--- src/rtl/irqagg_pkg.sv ---
package irqagg_pkg;
    localparam int WORD_W = 32;

    typedef enum logic [1:0] {
        REG_STATUS = 2'd0,
        REG_MSET   = 2'd1,
        REG_MCLR   = 2'd2,
        REG_MASK   = 2'd3
    } reg_kind_e;
endpackage

--- src/rtl/irqagg_sync.sv ---
module irqagg_sync #(
    parameter int WIDTH  = 96,
    parameter int STAGES = 2
) (
    input  logic             clk,
    input  logic             rst_n,
    input  logic [WIDTH-1:0] d_in,
    output logic [WIDTH-1:0] q_out
);
    logic [WIDTH-1:0] stg [STAGES];

    for (genvar s = 0; s < STAGES; s++) begin : g_stage
        always_ff @(posedge clk) begin
            if (!rst_n) begin
                stg[s] <= '0;
            end else begin
                stg[s] <= (s == 0) ? d_in : stg[(s == 0) ? 0 : s - 1];
            end
        end
    end

    assign q_out = stg[STAGES-1];
endmodule

--- src/rtl/irqagg_decode.sv ---
module irqagg_decode
    import irqagg_pkg::*;
#(
    parameter int NGRP    = 3,
    parameter int NUM_CPU = 2,
    parameter int ADDR_W  = 5,
    localparam int CW     = (NUM_CPU > 1) ? $clog2(NUM_CPU) : 1,
    localparam int GW     = (NGRP > 1) ? $clog2(NGRP) : 1
) (
    input  logic [ADDR_W-1:0] addr,
    output logic              in_range,
    output logic [CW-1:0]     cpu,
    output logic [GW-1:0]     grp,
    output reg_kind_e         kind
);
    localparam logic [31:0] BANK_WORDS = 32'(4 * NGRP);
    localparam logic [31:0] ALL_WORDS  = 32'(NUM_CPU * 4 * NGRP);

    logic [31:0] a_ext;
    logic [31:0] off;

    always_comb begin
        a_ext    = 32'(addr);
        in_range = (a_ext < ALL_WORDS);
        off      = a_ext % BANK_WORDS;
        cpu      = CW'(a_ext / BANK_WORDS);
        grp      = GW'(off >> 2);
        kind     = reg_kind_e'(off[1:0]);
    end
endmodule

--- src/rtl/irqagg_bank.sv ---
module irqagg_bank
    import irqagg_pkg::*;
#(
    parameter int NGRP = 3,
    localparam int W   = NGRP * WORD_W,
    localparam int GW  = (NGRP > 1) ? $clog2(NGRP) : 1
) (
    input  logic              clk,
    input  logic              rst_n,
    input  logic              wr_sel,
    input  logic [GW-1:0]     wr_grp,
    input  reg_kind_e         wr_kind,
    input  logic [WORD_W-1:0] wr_data,
    input  logic [W-1:0]      status,
    output logic [W-1:0]      mask,
    output logic              irq_out
);
    logic [WORD_W-1:0] mask_q [NGRP];
    logic [W-1:0]      pend;

    for (genvar g = 0; g < NGRP; g++) begin : g_grp
        always_ff @(posedge clk) begin
            if (!rst_n) begin
                mask_q[g] <= '1;
            end else if (wr_sel && (wr_grp == GW'(g))) begin
                unique case (wr_kind)
                    REG_MSET: mask_q[g] <= mask_q[g] | wr_data;
                    REG_MCLR: mask_q[g] <= mask_q[g] & ~wr_data;
                    default:  mask_q[g] <= mask_q[g];
                endcase
            end
        end
        assign mask[g*WORD_W +: WORD_W] = mask_q[g];


        mask_set_chk: assert property (@(posedge clk) disable iff (!rst_n)
            (wr_sel && wr_grp == GW'(g) && wr_kind == REG_MSET)
            |=> ((mask_q[g] & $past(wr_data)) == $past(wr_data)));


        mask_clr_chk: assert property (@(posedge clk) disable iff (!rst_n)
            (wr_sel && wr_grp == GW'(g) && wr_kind == REG_MCLR)
            |=> ((mask_q[g] & $past(wr_data)) == '0));
    end

    assign pend = status & ~mask;

    always_ff @(posedge clk) begin
        if (!rst_n) irq_out <= 1'b0;
        else        irq_out <= |pend;
    end


    mask_reset_chk: assert property (@(posedge clk) disable iff (!rst_n)
        $rose(rst_n) |-> (mask == '1));


    mask_hold_chk: assert property (@(posedge clk) disable iff (!rst_n)
        !wr_sel |=> $stable(mask));


    irq_rise_chk: assert property (@(posedge clk) disable iff (!rst_n)
        (pend != '0) |=> irq_out);


    irq_fall_chk: assert property (@(posedge clk) disable iff (!rst_n)
        (pend == '0) |=> !irq_out);
endmodule

--- src/rtl/irqagg_top.sv ---
module irqagg_top
    import irqagg_pkg::*;
#(
    parameter int NUM_IRQ     = 96,
    parameter int NUM_CPU     = 2,
    parameter int SYNC_STAGES = 2,
    parameter int ADDR_W      = $clog2(NUM_CPU * 4 * (NUM_IRQ / 32))
) (
    input  logic               clk,
    input  logic               rst_n,
    input  logic [NUM_IRQ-1:0] irq_in,
    input  logic               wr_en,
    input  logic [ADDR_W-1:0]  wr_addr,
    input  logic [31:0]        wr_data,
    input  logic               rd_en,
    input  logic [ADDR_W-1:0]  rd_addr,
    output logic [31:0]        rd_data,
    output logic [NUM_CPU-1:0] cpu_irq
);
    localparam int NGRP = NUM_IRQ / WORD_W;
    localparam int CW   = (NUM_CPU > 1) ? $clog2(NUM_CPU) : 1;
    localparam int GW   = (NGRP > 1) ? $clog2(NGRP) : 1;


    if (!(NUM_IRQ == 64 || NUM_IRQ == 96 || NUM_IRQ == 128 || NUM_IRQ == 160)) begin : g_bad_cfg
        $error("irqagg_top: NUM_IRQ must be 64, 96, 128 or 160");
    end

    logic [NUM_IRQ-1:0] status;
    logic [NUM_IRQ-1:0] mask_all [NUM_CPU];
    logic               wr_ok, rd_ok;
    logic [CW-1:0]      wr_cpu, rd_cpu;
    logic [GW-1:0]      wr_grp, rd_grp;
    reg_kind_e          wr_kind, rd_kind;
    logic [31:0]        rd_word;

    irqagg_sync #(.WIDTH(NUM_IRQ), .STAGES(SYNC_STAGES)) u_sync (
        .clk(clk), .rst_n(rst_n), .d_in(irq_in), .q_out(status)
    );

    irqagg_decode #(.NGRP(NGRP), .NUM_CPU(NUM_CPU), .ADDR_W(ADDR_W)) u_wdec (
        .addr(wr_addr), .in_range(wr_ok), .cpu(wr_cpu), .grp(wr_grp), .kind(wr_kind)
    );

    irqagg_decode #(.NGRP(NGRP), .NUM_CPU(NUM_CPU), .ADDR_W(ADDR_W)) u_rdec (
        .addr(rd_addr), .in_range(rd_ok), .cpu(rd_cpu), .grp(rd_grp), .kind(rd_kind)
    );

    for (genvar c = 0; c < NUM_CPU; c++) begin : g_cpu
        irqagg_bank #(.NGRP(NGRP)) u_bank (
            .clk     (clk),
            .rst_n   (rst_n),
            .wr_sel  (wr_en && wr_ok && (wr_cpu == CW'(c))),
            .wr_grp  (wr_grp),
            .wr_kind (wr_kind),
            .wr_data (wr_data),
            .status  (status),
            .mask    (mask_all[c]),
            .irq_out (cpu_irq[c])
        );
    end

    always_comb begin
        rd_word = '0;
        if (rd_ok) begin
            unique case (rd_kind)
                REG_STATUS: rd_word = status[32'(rd_grp) * WORD_W +: WORD_W];
                REG_MASK:   rd_word = mask_all[rd_cpu][32'(rd_grp) * WORD_W +: WORD_W];
                default:    rd_word = '0;
            endcase
        end
    end

    always_ff @(posedge clk) begin
        if (!rst_n)     rd_data <= '0;
        else if (rd_en) rd_data <= rd_word;
        else            rd_data <= '0;
    end


    wo_read_zero_chk: assert property (@(posedge clk) disable iff (!rst_n)
        (rd_en && (!rd_ok || rd_kind == REG_MSET || rd_kind == REG_MCLR)) |=> (rd_data == '0));


    idle_rdata_chk: assert property (@(posedge clk) disable iff (!rst_n)
        !rd_en |=> (rd_data == '0));
endmodule

--- config.mk ---
export PLATFORM = sky130hd
export DESIGN_NAME = irqagg_top
export DESIGN_NICKNAME = d
export VERILOG_FILES = /design/src/rtl/irqagg_pkg.sv /design/src/rtl/irqagg_sync.sv /design/src/rtl/irqagg_decode.sv /design/src/rtl/irqagg_bank.sv /design/src/rtl/irqagg_top.sv
export SDC_FILE = /design/constraint.sdc
export NUM_CORES = 1
export LEC_CHECK = 0
export CORE_MARGIN = 2
export CORE_UTILIZATION = 55
export DETAILED_ROUTE_END_ITERATION = 10
export HOLD_SLACK_MARGIN = 0.05
export PLACE_DENSITY = 0.77
export REMOVE_ABC_BUFFERS = 1
export SYNTH_ARGS = -nofsm -noshare
export SYNTH_HDL_FRONTEND = slang
export SYNTH_SLANG_ARGS = --single-unit
--- constraint.sdc ---
create_clock -name clk -period 14.1 [get_ports clk]
set_input_delay 2.82 -clock clk [delete_from_list [all_inputs] [get_ports clk]]
set_output_delay 2.82 -clock clk [all_outputs]
set_load 0.005 [all_outputs]
==> reports/summary.md <==
### Power
- **Power Density** 121 mW/mm2
- **Worst VDD drop** 0.0000930 V
- **Comb pwr share** 8.5%
- **switching power of the nets** 0.000633 W
- **power consumption** 0.00266 W
- **switching power share of the total** 23.8%
- **Static Leak** 8.61 nW
- **relative contribution of the clock network to total power** 42.0%
- **sequential group share of total power** 49.5%
- **internal cell power** 0.00203 W

### Cells and area
- **number of fill cells** 2699
- **Post-Route Utilization** 65.8%
- **Nets** 2259
- **register area** 0.0103 mm2
- **area occupied by multi-input gates** 0.00715 mm2
- **fraction of final layout cells sized beyond drive strength 1** 6.71%
- **Synth-to-Final Area Change** 17.7%

### Floorplan
- **# rows** 67
- **count of boundary I/O pins** 176
- **effective utilization at floorplan** 55.9%
- **die area** 0.0356 mm2
- **horizontal extent of the die** 189 um
- **placeable core region** 0.0335 mm2
- **overall die height** 189 um

### Clock tree
- **Inserted Clock Buffers** 43
- **Post-CTS Setup Bufs** 0
- **TritonCTS clock tree** done
- **clock-pin slew on the worst setup and hold paths** 0.06 ns
- **cts hold-fix bufs** 0
- **H-tree depth** 2
- **CTS Root Buffer Type** sky130_fd_sc_hd__clkbuf_16
- **Longest Clk Path Bufs** 3
- **post-cts resize count** 0
- **insertion delay to the later sink of the worst-skew pair** 0.56 ns
- **number of sinks handled by clock tree synthesis** 418

### Worst setup path
- **CP bufs+invs** 3
- **category of the critical setup timing path** in -> reg
- **CP arrival** 6.44 ns
- **highest net fanout along the worst path** 80
- **cell family contributing the most delay on the critical path** buffers and inverters
- **crit-path most repeated cell** sky130_fd_sc_hd__buf_4
- **Worst setup EP type** flip-flop
- **worst stage delay on the critical path** 0.84 ns
- **startpoint types** input pin
- **required time of the worst setup path** 14.58 ns
- **ordered cell list for the critical path** clkdlybuf4s50_1 > ha_1 > nand4b_2 > buf_4 > and2_2 > buf_4 > nand2_1 > a31oi_1 > o221a_2
- **slowest cell on the critical path** sky130_fd_sc_hd__buf_4

### Yosys
- **biggest area consumer among synthesized cells** sky130_fd_sc_hd__edfxtp_1
- **top cell types by occurrence after synthesis** sky130_fd_sc_hd__nand2_1, sky130_fd_sc_hd__dfxtp_1, sky130_fd_sc_hd__nor2_1, sky130_fd_sc_hd__inv_1, sky130_fd_sc_hd__and2_1
- **FFs w/ async S/R, synth** 0%
- **number of distinct library cell variants in the gate-level netlist after synthesis** 37
- **syn_area_per_cell** 9.26 um2
- **register bit total from synthesis** 418
- **dominant synthesized flop cell** sky130_fd_sc_hd__dfxtp_1
- **top post-synthesis cells by area** sky130_fd_sc_hd__edfxtp_1, sky130_fd_sc_hd__dfxtp_1, sky130_fd_sc_hd__and2_1
- **count of flip-flops with a built-in enable after synthesis** 192
- **top-count cell post-synth** sky130_fd_sc_hd__nand2_1
- **portion of the post-synthesis area used by sequential elements** 54.9%
- **number of instances in the synthesized netlist** 2026
- **total of warnings raised by yosys** 0
- **synthesized cell area** 0.0188 mm2
- **fraction of synthesized cell area taken by the top area cell type** 30.7%

### Routing
- **ANT nets after route** 0
- **drt wl/cell** 23.6 um
- **final wirelength** 61.1 mm
- **vias post-DR** 16300
- **DR DRC count** 0
- **DRT Pass-1 Iters** 7
- **number of violations reported at the end of detailed-routing iteration 0** 2764
- **DR vias/cell** 6.27

### STA
- **slew of the pin with the lowest slew margin** 1.39 ns
- **Pins Over Slew Limit** 0
- **final critical path time including I/O delays and setup** 5.95 ns
- **Final Hold Violating Endpoints** 0
- **worst clock skew** 0.0216 ns
- **setup total negative slack** 0 ns
- **number of setup violations in the final report** 0
- **worst relative slew slack** 7.05%
- **unrepaired setup endpoints after global routing** no
- **maximum frequency from static timing analysis** 168 MHz
- **final worst-path cycle share** 42.2%

### Global route
- **largest net degree at the start of global routing** 120
- **vias in the first global route** 15400
- **first-pass GRT wire length** 91.2 mm
- **residual overflow from global routing** 0
- **Overall Global Routing Usage** 33.8%
- **antenna violations before repair** 1

### Run
- **Max Cap Viol** 0

### Place
- **count of input and output buffers** 175
- **global placement routability congestion** 0.952
- **HPWL Detailed** 37.8 mm

### Hold path
- **Worst Hold Class** reg -> reg

### Status
- **result of the run** finished clean

per-stage QoR:
stage | cells | hold slack (ns) | setup slack (ns) | instance area, um2
CTS | 2593 | 0.429 | 8.34 | 22100
global placement | 2514 | 0.414 | 7.88 | 20700
detailed placement | 2514 | 0.417 | 7.78 | 20700
floorplan | 1867 | 0.412 | 6.83 | 18100
global route | 2594 | 0.439 | 8.05 | 22100
finish | 2594 | 0.423 | 8.15 | 22100
per-layer routing:
metal / up-vias / wire length, um / global-route usage [%]
met2: 1379 / 26500 / 51.5
met5: - / 30 / 0
met1: 7393 / 21500 / 44.4
li1: 7187 / - / -
met3: 294 / 9230 / 8.36
met4: 2 / 3890 / 18.4
flip-flops by register name, indices dropped and copies added, names as in the netlist:
register / cells
u_sync.stg: 192
rd_data: 32
g_cpu.u_bank.irq_out: 2
g_cpu.u_bank.mask_q: 192
layout by cell type (no fill, tap or decap), types with 47 or more instances in the layout:
master / netlist / final
sky130_fd_sc_hd__nand2_1: 231 / 229
sky130_fd_sc_hd__inv_1: 199 / 199
sky130_fd_sc_hd__o22ai_1: 182 / 182
sky130_fd_sc_hd__and2_1: 194 / 193
sky130_fd_sc_hd__nand2b_1: 52 / 52
sky130_fd_sc_hd__edfxtp_1: 192 / 192
sky130_fd_sc_hd__clkbuf_16: 0 / 47
sky130_fd_sc_hd__dfxtp_1: 226 / 226
sky130_fd_sc_hd__a31oi_1: 128 / 128
sky130_fd_sc_hd__clkdlybuf4s50_1: 0 / 174
sky130_fd_sc_hd__nor2_1: 202 / 199
power groups by stage:
stage	clock [W]	sequential (W)	combinational [W]
floorplan	0	0.00133	0.000107
global placement	0	0.00134	0.000214
detailed placement	0	0.00134	0.000220
CTS	0.00112	0.00132	0.000221
global route	0.00117	0.00132	0.000243
finish	0.00112	0.00132	0.000227
final cells by class:
class	instances	share of cell area (%)
flip-flops and latches	418	46.6
multi-input cells	1250	32.4
repair buffers	199	8.74
clock buffers	64	5.86
inverters	199	3.39
well taps	448	2.54
clock inverters	15	0.437
diodes	1	0.0113
cells by family after synthesis:
family | after synthesis | synth area share (%)
flip-flops | 418 | 54.9
buffers and inverters | 358 | 7.63
AND/OR/NAND/NOR | 756 | 19.5
adder cells (fa/ha/maj) | 6 | 0.400
AO/OA/AOI/OAI | 488 | 17.6
final timing paths:
| check | start | to | slack, ns | cells after the start |
|---|---|---|---|---|
| max | rd_addr[3] | rd_data[22]$_SDFF_PN0_ | 8.15 | 9 |
| min | u_sync.stg[0][10]$_SDFF_PN0_ | u_sync.stg[1][10]$_SDFF_PN0_ | 0.42 | 1 |
| max reg2reg | g_cpu[1].u_bank.mask_q[2][23]$_SDFFCE_PN1P_ | g_cpu[1].u_bank.irq_out$_SDFF_PN0_ | 11.47 | 5 |
| min reg2reg | u_sync.stg[0][10]$_SDFF_PN0_ | u_sync.stg[1][10]$_SDFF_PN0_ | 0.42 | 1 |
Power figures use the tool's default switching activity.
